File: src/rtl/sramc_pkg.sv
package sramc_pkg;

   typedef enum logic [2:0] {
      ST_IDLE,
      ST_RD_ACC,
      ST_RD_CAP,
      ST_WR_PULSE,
      ST_WR_END,
      ST_TURN
   } sramc_state_e;

   // ceiling of ns / period, never below one cycle
   function automatic int unsigned ns_to_cyc(input int unsigned ns, input int unsigned period);
      int unsigned c;
      c = (ns + period - 1) / period;
      if (c < 1) c = 1;
      return c;
   endfunction

   function automatic int unsigned max2(input int unsigned a, input int unsigned b);
      return (a > b) ? a : b;
   endfunction

   function automatic int unsigned t_access(input int unsigned grade);
      return (grade == 55) ? 55 : 70;
   endfunction

   function automatic int unsigned t_wpulse(input int unsigned grade);
      return (grade == 55) ? 45 : 55;
   endfunction

   function automatic int unsigned t_addr_end(input int unsigned grade);
      return (grade == 55) ? 50 : 60;
   endfunction

   function automatic int unsigned t_data_ovl(input int unsigned grade);
      return (grade == 55) ? 25 : 30;
   endfunction

   function automatic int unsigned t_oe_hz(input int unsigned grade);
      return (grade == 55) ? 20 : 25;
   endfunction

   function automatic int unsigned t_bs_hz(input int unsigned grade);
      return (grade == 55) ? 25 : 30;
   endfunction

endpackage

File: src/rtl/sramc_timer.sv
module sramc_timer #(
   parameter int unsigned CNT_W = 5
) (
   input  logic             clk,
   input  logic             rst_n,
   input  logic             load,
   input  logic [CNT_W-1:0] load_val,
   output logic             zero
);

   logic [CNT_W-1:0] cnt;

   always_ff @(posedge clk or negedge rst_n) begin
      if (!rst_n) begin
         cnt <= '0;
      end else if (load) begin
         cnt <= load_val;
      end else if (cnt != '0) begin
         cnt <= cnt - 1'b1;
      end
   end

   assign zero = (cnt == '0);

endmodule

File: src/rtl/sramc_lane.sv
module sramc_lane #(
   parameter int unsigned LANE_W = 8
) (
   input  logic              clk,
   input  logic              rst_n,
   input  logic              wr_load,
   input  logic [LANE_W-1:0] wdata,
   input  logic              rd_cap,
   input  logic              rd_clr,
   input  logic              lane_en,
   input  logic [LANE_W-1:0] din,
   output logic [LANE_W-1:0] dq_o,
   output logic [LANE_W-1:0] rdata
);

   always_ff @(posedge clk or negedge rst_n) begin
      if (!rst_n) begin
         dq_o <= '0;
      end else if (wr_load) begin
         dq_o <= wdata;
      end
   end

   always_ff @(posedge clk or negedge rst_n) begin
      if (!rst_n) begin
         rdata <= '0;
      end else if (rd_cap) begin
         rdata <= lane_en ? din : '0;
      end else if (rd_clr) begin
         rdata <= '0;
      end
   end

   // a lane without its strobe returns zero
   a_r5_lane_masked: assert property (@(posedge clk) disable iff (!rst_n)
      (rd_cap && !lane_en) |=> (rdata == '0));

   // write data held unless a new write is loaded
   a_r6_wdata_hold: assert property (@(posedge clk) disable iff (!rst_n)
      !wr_load |=> $stable(dq_o));

endmodule

File: src/rtl/sramc_fsm.sv
module sramc_fsm
   import sramc_pkg::*;
#(
   parameter int unsigned ADDR_W = 16,
   parameter int unsigned LANES  = 2,
   parameter int unsigned RD_CYC = 18,
   parameter int unsigned WR_CYC = 15,
   parameter int unsigned TA_CYC = 8,
   parameter int unsigned CNT_W  = 5
) (
   input  logic              clk,
   input  logic              rst_n,
   input  logic              req_valid,
   input  logic              req_write,
   input  logic [ADDR_W-1:0] req_addr,
   input  logic [LANES-1:0]  req_be,
   output logic              req_ready,
   output logic [ADDR_W-1:0] mem_addr,
   output logic              mem_ce_n,
   output logic              mem_oe_n,
   output logic              mem_we_n,
   output logic [LANES-1:0]  mem_bs_n,
   output logic              mem_dq_oe,
   output logic              wr_load,
   output logic              rd_cap,
   output logic              rd_clr,
   output logic              rsp_valid
);

   sramc_state_e     state;
   logic             accept;
   logic             noop;
   logic             tmr_load;
   logic [CNT_W-1:0] tmr_val;
   logic             tmr_zero;

   assign req_ready = (state == ST_IDLE);
   assign accept    = req_valid && req_ready;
   assign noop      = (req_be == '0);
   assign wr_load   = accept && !noop && req_write;
   assign rd_clr    = accept && noop && !req_write;
   assign rd_cap    = (state == ST_RD_CAP);

   always_comb begin
      tmr_load = 1'b0;
      tmr_val  = '0;
      if (accept && !noop) begin
         tmr_load = 1'b1;
         tmr_val  = req_write ? CNT_W'(WR_CYC - 1) : CNT_W'(RD_CYC - 1);
      end else if (state == ST_RD_CAP) begin
         tmr_load = 1'b1;
         tmr_val  = CNT_W'(TA_CYC - 1);
      end
   end

   sramc_timer #(.CNT_W(CNT_W)) u_tmr (
      .clk      (clk),
      .rst_n    (rst_n),
      .load     (tmr_load),
      .load_val (tmr_val),
      .zero     (tmr_zero)
   );

   always_ff @(posedge clk or negedge rst_n) begin
      if (!rst_n) begin
         state     <= ST_IDLE;
         mem_addr  <= '0;
         mem_ce_n  <= 1'b1;
         mem_oe_n  <= 1'b1;
         mem_we_n  <= 1'b1;
         mem_bs_n  <= '1;
         mem_dq_oe <= 1'b0;
         rsp_valid <= 1'b0;
      end else begin
         rsp_valid <= 1'b0;
         case (state)
            ST_IDLE: begin
               if (accept) begin
                  if (noop) begin
                     rsp_valid <= !req_write;
                  end else if (req_write) begin
                     mem_addr  <= req_addr;
                     mem_ce_n  <= 1'b0;
                     mem_we_n  <= 1'b0;
                     mem_oe_n  <= 1'b1;
                     mem_bs_n  <= ~req_be;
                     mem_dq_oe <= 1'b1;
                     state     <= ST_WR_PULSE;
                  end else begin
                     mem_addr  <= req_addr;
                     mem_ce_n  <= 1'b0;
                     mem_oe_n  <= 1'b0;
                     mem_we_n  <= 1'b1;
                     mem_bs_n  <= ~req_be;
                     state     <= ST_RD_ACC;
                  end
               end
            end
            ST_RD_ACC: begin
               if (tmr_zero) state <= ST_RD_CAP;
            end
            ST_RD_CAP: begin
               mem_ce_n  <= 1'b1;
               mem_oe_n  <= 1'b1;
               mem_bs_n  <= '1;
               rsp_valid <= 1'b1;
               state     <= ST_TURN;
            end
            ST_TURN: begin
               if (tmr_zero) state <= ST_IDLE;
            end
            ST_WR_PULSE: begin
               if (tmr_zero) begin
                  mem_we_n  <= 1'b1;
                  mem_ce_n  <= 1'b1;
                  mem_bs_n  <= '1;
                  mem_dq_oe <= 1'b0;
                  state     <= ST_WR_END;
               end
            end
            ST_WR_END: begin
               state <= ST_IDLE;
            end
            default: state <= ST_IDLE;
         endcase
      end
   end

   // window counters observed by the properties below
   logic [CNT_W-1:0] we_len;
   logic [CNT_W-1:0] ta_len;

   always_ff @(posedge clk or negedge rst_n) begin
      if (!rst_n) begin
         we_len <= '0;
         ta_len <= CNT_W'(TA_CYC);
      end else begin
         we_len <= mem_we_n ? '0 : we_len + 1'b1;
         if (!mem_ce_n && !mem_oe_n) ta_len <= '0;
         else if (ta_len != CNT_W'(TA_CYC)) ta_len <= ta_len + 1'b1;
      end
   end

   // standby keeps every strobe released
   a_r1_standby_idle: assert property (@(posedge clk) disable iff (!rst_n)
      mem_ce_n |-> (mem_bs_n == '1 && mem_oe_n && mem_we_n && !mem_dq_oe));

   // no new request while the memory is selected
   a_r2_busy_not_ready: assert property (@(posedge clk) disable iff (!rst_n)
      !mem_ce_n |-> !req_ready);

   // read address and strobes do not move mid-access
   a_r3_read_hold: assert property (@(posedge clk) disable iff (!rst_n)
      (!mem_ce_n && !mem_oe_n && $past(!mem_ce_n && !mem_oe_n)) |->
      ($stable(mem_addr) && $stable(mem_bs_n)));

   // write address and strobes do not move mid-pulse
   a_r6_write_hold: assert property (@(posedge clk) disable iff (!rst_n)
      (!mem_we_n && $past(!mem_we_n)) |->
      ($stable(mem_addr) && $stable(mem_bs_n) && !mem_ce_n));

   // the write pulse lasts exactly the counted minimum
   a_r7_pulse_len: assert property (@(posedge clk) disable iff (!rst_n)
      $rose(mem_we_n) |-> (we_len == CNT_W'(WR_CYC)));

   // the bus is driven only inside a write pulse
   a_r8_drive_window: assert property (@(posedge clk) disable iff (!rst_n)
      mem_dq_oe |-> (!mem_we_n && !mem_ce_n && mem_oe_n));

   // release time respected before driving
   a_r9_turnaround: assert property (@(posedge clk) disable iff (!rst_n)
      $rose(mem_dq_oe) |-> (ta_len >= CNT_W'(TA_CYC)));

   // an all-disabled request never selects the memory
   a_r10_noop: assert property (@(posedge clk) disable iff (!rst_n)
      (accept && noop) |=> (mem_ce_n && req_ready));

endmodule

File: src/rtl/sram_lane_ctrl.sv
module sram_lane_ctrl
   import sramc_pkg::*;
#(
   parameter int unsigned ADDR_W        = 16,
   parameter int unsigned DATA_W        = 16,
   parameter int unsigned CLK_PERIOD_NS = 4,
   parameter int unsigned SPEED_GRADE   = 70
) (
   input  logic                clk,
   input  logic                rst_n,
   input  logic                req_valid,
   output logic                req_ready,
   input  logic                req_write,
   input  logic [ADDR_W-1:0]   req_addr,
   input  logic [DATA_W-1:0]   req_wdata,
   input  logic [DATA_W/8-1:0] req_be,
   output logic                rsp_valid,
   output logic [DATA_W-1:0]   rsp_rdata,
   output logic [ADDR_W-1:0]   mem_addr,
   output logic                mem_ce_n,
   output logic                mem_oe_n,
   output logic                mem_we_n,
   output logic [DATA_W/8-1:0] mem_bs_n,
   output logic [DATA_W-1:0]   mem_dq_o,
   output logic                mem_dq_oe,
   input  logic [DATA_W-1:0]   mem_dq_i
);

   localparam int unsigned LANES  = DATA_W / 8;
   localparam int unsigned RD_CYC = ns_to_cyc(t_access(SPEED_GRADE), CLK_PERIOD_NS);
   localparam int unsigned WR_CYC = max2(max2(ns_to_cyc(t_wpulse(SPEED_GRADE), CLK_PERIOD_NS),
                                              ns_to_cyc(t_addr_end(SPEED_GRADE), CLK_PERIOD_NS)),
                                         ns_to_cyc(t_data_ovl(SPEED_GRADE), CLK_PERIOD_NS));
   localparam int unsigned TA_CYC = max2(ns_to_cyc(t_oe_hz(SPEED_GRADE), CLK_PERIOD_NS),
                                         ns_to_cyc(t_bs_hz(SPEED_GRADE), CLK_PERIOD_NS));
   localparam int unsigned MAX_CYC = max2(max2(RD_CYC, WR_CYC), TA_CYC);
   localparam int unsigned CNT_W   = $clog2(MAX_CYC + 2);

   if (DATA_W < 8 || (DATA_W % 8) != 0) begin : g_bad_width
      $error("DATA_W must be a non-zero multiple of 8");
   end
   if (SPEED_GRADE != 55 && SPEED_GRADE != 70) begin : g_bad_grade
      $error("SPEED_GRADE must be 55 or 70");
   end
   if (CLK_PERIOD_NS == 0) begin : g_bad_period
      $error("CLK_PERIOD_NS must be non-zero");
   end

   logic wr_load;
   logic rd_cap;
   logic rd_clr;

   sramc_fsm #(
      .ADDR_W (ADDR_W),
      .LANES  (LANES),
      .RD_CYC (RD_CYC),
      .WR_CYC (WR_CYC),
      .TA_CYC (TA_CYC),
      .CNT_W  (CNT_W)
   ) u_fsm (
      .clk       (clk),
      .rst_n     (rst_n),
      .req_valid (req_valid),
      .req_write (req_write),
      .req_addr  (req_addr),
      .req_be    (req_be),
      .req_ready (req_ready),
      .mem_addr  (mem_addr),
      .mem_ce_n  (mem_ce_n),
      .mem_oe_n  (mem_oe_n),
      .mem_we_n  (mem_we_n),
      .mem_bs_n  (mem_bs_n),
      .mem_dq_oe (mem_dq_oe),
      .wr_load   (wr_load),
      .rd_cap    (rd_cap),
      .rd_clr    (rd_clr),
      .rsp_valid (rsp_valid)
   );

   for (genvar g = 0; g < LANES; g++) begin : g_lane
      sramc_lane #(.LANE_W(8)) u_lane (
         .clk     (clk),
         .rst_n   (rst_n),
         .wr_load (wr_load),
         .wdata   (req_wdata[g*8 +: 8]),
         .rd_cap  (rd_cap),
         .rd_clr  (rd_clr),
         .lane_en (!mem_bs_n[g]),
         .din     (mem_dq_i[g*8 +: 8]),
         .dq_o    (mem_dq_o[g*8 +: 8]),
         .rdata   (rsp_rdata[g*8 +: 8])
      );
   end

   // a read response only follows a capture or an all-disabled read
   a_r4_rsp_source: assert property (@(posedge clk) disable iff (!rst_n)
      rsp_valid |-> ($past(rd_cap) || $past(rd_clr)));

endmodule

File: config.mk
export PLATFORM = sky130hd
export DESIGN_NAME = sram_lane_ctrl
export DESIGN_NICKNAME = d
export VERILOG_FILES = /design/src/rtl/sramc_pkg.sv /design/src/rtl/sramc_timer.sv /design/src/rtl/sramc_lane.sv /design/src/rtl/sramc_fsm.sv /design/src/rtl/sram_lane_ctrl.sv
export SDC_FILE = /design/constraint.sdc
export NUM_CORES = 1
export LEC_CHECK = 0
export BUFFER_PORTS_ARGS = -buffer_cell sky130_fd_sc_hd__buf_2
export CORE_MARGIN = 2
export CORE_UTILIZATION = 40
export DETAILED_ROUTE_END_ITERATION = 12
export HOLD_SLACK_MARGIN = 0.1
export PLACE_DENSITY = 0.68
export SYNTH_ARGS = -nofsm -noshare
export SYNTH_HDL_FRONTEND = slang
export SYNTH_HIERARCHICAL = 1
export SYNTH_SLANG_ARGS = --single-unit
File: constraint.sdc
create_clock -name clk -period 3.64 [get_ports clk]
set_input_delay 0.546 -clock clk [delete_from_list [all_inputs] [get_ports clk]]
set_output_delay 0.546 -clock clk [all_outputs]
set_load 0.05 [all_outputs]
==> results.json, run 1 <==
{
  "area_delta_synth_final_pct": 30.7,
  "finalSetupViolations": 0,
  "num_antenna_cells": 0,
  "cp-end-kind": "output pin",
  "final_nets": 356,
  "fin_hold_ws_ps": 269,
  "finalCritPeriodShare": 0.627,
  "drc": 0,
  "synthMostInstantiatedCell": "dfrtp_1",
  "drive_above_1_share": 0.507,
  "critical_path_class": "flop to output pin",
  "syn-cell-area_um2": 2600,
  "grt_pass1_wl_um": 9230,
  "cts_tree": "yes",
  "grt_max_degree": 34,
  "netlist_top_cells_count": "dfrtp_1, mux2_2, mux2_1",
  "io_buffers": 109,
  "worst_skew_pair.late_latency_ps": 330,
  "period_needed_ps": 2280,
  "yosysTopAreaCell": "dfrtp_1",
  "vdd_drop_max_mv": 0.574,
  "crit_required_ps": 3090,
  "cts.sinks": 63,
  "die_h_um": 84.6,
  "p_leak_nw": 1.74,
  "async_flop_share": 1.00,
  "hpwl_um": 4050,
  "first_global_vias": 1927,
  "rows": 29,
  "vias_per_cell": 5.04,
  "cts.hold.buffers_added": 0,
  "synth_top_cell_area_share": 0.558,
  "tns_ps": 0,
  "yosys_warnings": 6,
  "h-tree-depth": 3,
  "clkSlewWorstSetupHoldPaths_ps": 60,
  "synth-edff-count": 0,
  "synth_ff_type": "dfrtp_1",
  "dr.pass1.iters": 4,
  "startpoint_type": "flop",
  "drt-initial-drc-count": 51,
  "cts-root-buf": "clkbuf_8",
  "overflow": 0,
  "arrival_ps": 1740,
  "hp-class": "primary input to async pin",
  "cts_buffers": 9,
  "worst_slew_pin_slew_ps": 711,
  "synth_area_leaders": "dfrtp_1, mux2_2, mux2_1, dfstp_2, a22o_1",
  "ios": 110,
  "finalHoldViolations": 0,
  "slew_headroom": 0.526,
  "synth-seq-cells": 63,
  "start_util": 0.412,
  "gp_congestion": 0.817,
  "ys_types": 38,
  "cts_buffer_depth": 2,
  "syn-instance-count": 188,
  "wire_per_inst_um": 14.7,
  "wl_um": 5640,
  "vias": 1930,
  "die_area_um2": 7160,
  "place_inst": 367,
  "ant_nets": 0,
  "seq_area_frac_synth": 0.609,
  "max_cap_viol_count": 0,
  "cts_resized": 0,
  "coreArea_um2": 6310,
  "syn_nets": 243,
  "drv_slew": 0,
  "status": "finished clean",
  "track_usage": 0.164,
  "antenna_found_initial": 0,
  "cellPowerDensity_nw_per_um2": 1120,
  "rsz0062_at_grt": "no",
  "finClkSkew_ps": 6.48,
  "avgSynthCellArea_um2": 13.8,
  "path_max_fanout": 8,
  "postCtsSetupRepairBufs": 0,
  "max_clock_freq_mhz": 438,
  "fin_cells": 383,
  "die_w_um": 84.6
}
[report_power, final]
group          internal (W)  switching (W)  leakage (nW)  total (W)
Combinational      0.000534        0.00142         0.853    0.00195
Clock              0.000353       0.000260        0.0996   0.000613
Sequential          0.00104       0.000193         0.784    0.00123
Total               0.00193        0.00187          1.74    0.00379
[metrics by stage]
step	power [W]	instance area (um2)	utilization	worst slack [ps]
after global placement	0.00316	3190	0.506	1740
final	0.00379	3400	0.538	1360
after floorplan	0.00275	2600	-	1690
after global routing	0.00399	3400	0.538	1280
after detailed placement	0.00320	3190	0.506	1730
after CTS	0.00383	3400	0.538	1350
[worst paths after layout]
check | slack [ps] | endpoint | startpoint | cells after the start
max | 1360 | req_ready | u_fsm/state[2] | 3
max in group asynchronous | 2520 | u_fsm/u_tmr/cnt[3] | rst_n | 2
max reg2reg | 1670 | u_fsm/mem_bs_n[1] | u_fsm/u_tmr/cnt[0] | 6
min | 270 | g_lane[0].u_lane/dq_o[0] | rst_n | 1
min in group clk | 400 | u_fsm/mem_bs_n[0] | req_be[0] | 2
min reg2reg | 480 | u_fsm/mem_addr[12] | u_fsm/mem_addr[12] | 1
[layout by cell type (no fill, tap or decap), types with 3 or more instances in the layout]
| master | instances |
|---|---|
| a22o_1 | 12 |
| a32o_1 | 4 |
| and2_1 | 3 |
| buf_2 | 109 |
| clkbuf_8 | 11 |
| dfrtp_1 | 58 |
| dfstp_2 | 5 |
| inv_1 | 7 |
| mux2_1 | 16 |
| mux2_2 | 17 |
| nand2_1 | 11 |
| nand2b_1 | 3 |
| nor2_1 | 3 |
| o21a_1 | 3 |
| o21ai_1 | 4 |
| o31ai_1 | 4 |
| xnor2_1 | 3 |
[kinds of logic after synthesis]
| kind of cell | share of synthesized area |
|---|---|
| AOI/OAI and AO/OA | 0.116 |
| xor gates and xnor gates | 0.0135 |
| adders and majority gates | 0.00481 |
| buffers and inverters | 0.0351 |
| DFF | 0.609 |
| muxes | 0.143 |
| and+or+nand+nor | 0.0790 |
[final cells by class]
class,instances,area [um2]
Clock buffer,13,159
Sequential cell,63,1580
Clock inverter,3,42.5
Tap cell,77,96.3
Inverter,8,30.0
Timing Repair Buffer,111,561
Multi-Input combinational cell,108,925
Fill cell,561,2920
[registers in the layout, indices dropped and copies added, names as in the netlist]
signal,flops
u_fsm/mem_we_n,1
u_fsm/mem_dq_oe,1
u_fsm/state,3
g_lane.u_lane/rdata,16
u_fsm/mem_oe_n,1
u_fsm/rsp_valid,1
u_fsm/mem_addr,16
u_fsm/mem_bs_n,2
g_lane.u_lane/dq_o,16
u_fsm/mem_ce_n,1
u_fsm/u_tmr/cnt,5
[worst max-delay path, stage by stage, from the launching register on]
cell and delay [ps]:
dfrtp_1 460, or3_1 560, inv_2 120, buf_2 270
[routing by layer]
layer | track usage | routed length, um | share of wire | up-vias
li1 | - | - | - | 900
met2 | 0.245 | 2550 | 0.45 | 97
met5 | 0 | 0 | 0 | -
met3 | 0.0413 | 423 | 0.075 | 10
met1 | 0.227 | 2580 | 0.46 | 923
met4 | 0.0707 | 93 | 0.016 | 0
Note: power is estimated with default switching activity, not from simulation.
==> inputs of run 2 (changes only) <==
Clock period 3.64 ns to 2.2 ns, I/O delays scaled along.
==> results.json, run 2 (synthesis gave the netlist of run 1 again) <==
{
  "cp_num_buf_inv": 2,
  "r2r-end": "g_lane[0].u_lane/dq_o[3]",
  "rsz0062_at_grt": "no",
  "p_leak_nw": 1.75,
  "track_usage": 0.158,
  "die_area_um2": 7160,
  "final_nets": 358,
  "met3_length_um": 416,
  "cts_buffer_depth": 2,
  "finalSetupViolations": 0,
  "clkPwrFrac": 0.159,
  "num_antenna_cells": 0,
  "die_h_um": 84.6,
  "postCtsSetupRepairBufs": 0,
  "arrival_ps": 1750,
  "finalHoldViolations": 0,
  "worst_slew_pin_slew_ps": 474,
  "crit_chain": "or3_1, inv_2, buf_2",
  "drc": 0,
  "cts_tree": "yes",
  "io_buffers": 109,
  "ios": 110,
  "crit_path_end": "req_ready",
  "grt_pass1_wl_um": 8960,
  "cp-startpoint": "u_fsm/state[0]",
  "top_regs": "g_lane.u_lane/dq_o (16), g_lane.u_lane/rdata (16), u_fsm/mem_addr (16)",
  "top_layer_used": "met4",
  "power_frac_comb": 0.516,
  "vdd_drop_max_mv": 1.07,
  "hpwl_um": 3940,
  "r2r-start": "u_fsm/state[0]",
  "critical_path_class": "flop to output pin",
  "wl_met1_um": 2410,
  "finalCritPeriodShare": 0.947,
  "crit_slowest_cell": "or3_1",
  "power_switching_w": 0.00307,
  "clkSlewWorstSetupHoldPaths_ps": 70,
  "r2r_setup_slack_ps": 250,
  "drt-initial-drc-count": 136,
  "worst_skew_pair.late_latency_ps": 320,
  "fin_hold_ws_ps": 203,
  "overflow": 0,
  "crit_family": "simple AND/OR/NAND/NOR gates",
  "vias": 1917,
  "min_from": "req_be[1]",
  "area_delta_synth_final_pct": 31.8,
  "slew_headroom": 0.684,
  "wl_um": 5400,
  "mostFrequentLayoutCell": "buf_2",
  "cp.depth": 3,
  "wire_per_inst_um": 14.0,
  "h-tree-depth": 3,
  "max_clock_freq_mhz": 480,
  "antenna_found_initial": 0,
  "p_int_w": 0.00320,
  "cts_buffers": 9,
  "finClkSkew_ps": 9.29,
  "rows": 29,
  "coreArea_um2": 6310,
  "cts_resized": 0,
  "slowest_delay_ps": 540,
  "cts-root-buf": "clkbuf_8",
  "startpoint_type": "flop",
  "gp_congestion": 0.854,
  "p_sw_frac": 0.489,
  "dr.pass1.iters": 4,
  "drive_above_1_share": 0.506,
  "vias_per_cell": 4.98,
  "r2r_cells": 4,
  "met2_length_um": 2570,
  "ant_nets": 0,
  "period_needed_ps": 2080,
  "crit_required_ps": 1870,
  "first_global_vias": 1952,
  "max_cap_viol_count": 0,
  "tns_ps": 0,
  "grt_max_degree": 62,
  "start_util": 0.412,
  "hp-class": "primary input to flop",
  "most-common-layout-cells": "buf_2, dfrtp_1, mux2_2",
  "power_frac_seq": 0.325,
  "status": "finished clean",
  "cellPowerDensity_nw_per_um2": 1830,
  "path_max_fanout": 10,
  "cp-end-kind": "output pin",
  "die_w_um": 84.6,
  "drv_slew": 0,
  "cts.sinks": 63
}
==> run 2: cell types whose count changed in the layout (fill, tap and decap cells not counted), sizes merged <==
cell / change
buf: +1
dlygate4sd3: +1
==> run 2: power groups by stage <==
stage | Combinational, W | Clock (W) | Sequential, W
final | 0.00323 | 0.000998 | 0.00203
after global routing | 0.00340 | 0.00109 | 0.00211
after floorplan | 0.000888 | 0 | 0.00366
after detailed placement | 0.00326 | 0 | 0.00205
after global placement | 0.00322 | 0 | 0.00203
after CTS | 0.00326 | 0.00104 | 0.00204
==> run 2: layout make-up <==
| cell class | instances | area, um2 |
|---|---|---|
| clock buffer | 13 | 159 |
| clock inverter | 3 | 42.5 |
| fill | 567 | 2890 |
| inverter | 8 | 30.0 |
| multi-input combinational | 108 | 925 |
| sequential | 63 | 1580 |
| tap | 77 | 96.3 |
| timing repair buffer | 113 | 591 |
==> run 2: metal layers <==
| layer | GRT usage | up-vias |
|---|---|---|
| met5 | 0 | - |
| met4 | 0.0649 | 0 |
| met3 | 0.0482 | 2 |
| met2 | 0.256 | 75 |
| met1 | 0.198 | 932 |
| li1 | - | 908 |
==> run 2: worst min-delay path by stage <==
stage,endpoint,slack [ps],cells after the start
after global routing,u_fsm/mem_bs_n[0],200,2
after detailed placement,g_lane[0].u_lane/dq_o[7],140,1
after global placement,g_lane[0].u_lane/dq_o[0],140,1
after floorplan,g_lane[0].u_lane/dq_o[0],30,0
after CTS,u_fsm/mem_bs_n[1],180,2
final,u_fsm/mem_bs_n[1],200,2
==> run 2: repair_timing <==
| action | 4_1_cts | 5_1_grt |
|---|---|---|
| hold buffers | 1 | 0 |
| hold endpoints to repair | 58 | 0 |
| endpoints found under the setup margin | 0 | 0 |
==> run 2: through the flow <==
stage | cells | setup slack, ps | power [W] | area, um2 | utilization
after floorplan | 188 | 251 | 0.00455 | 2600 | -
after global placement | 368 | 317 | 0.00525 | 3210 | 0.509
after detailed placement | 368 | 267 | 0.00530 | 3210 | 0.509
after CTS | 385 | 109 | 0.00634 | 3430 | 0.543
after global routing | 385 | 39.6 | 0.00660 | 3430 | 0.543
final | 385 | 117 | 0.00627 | 3430 | 0.543
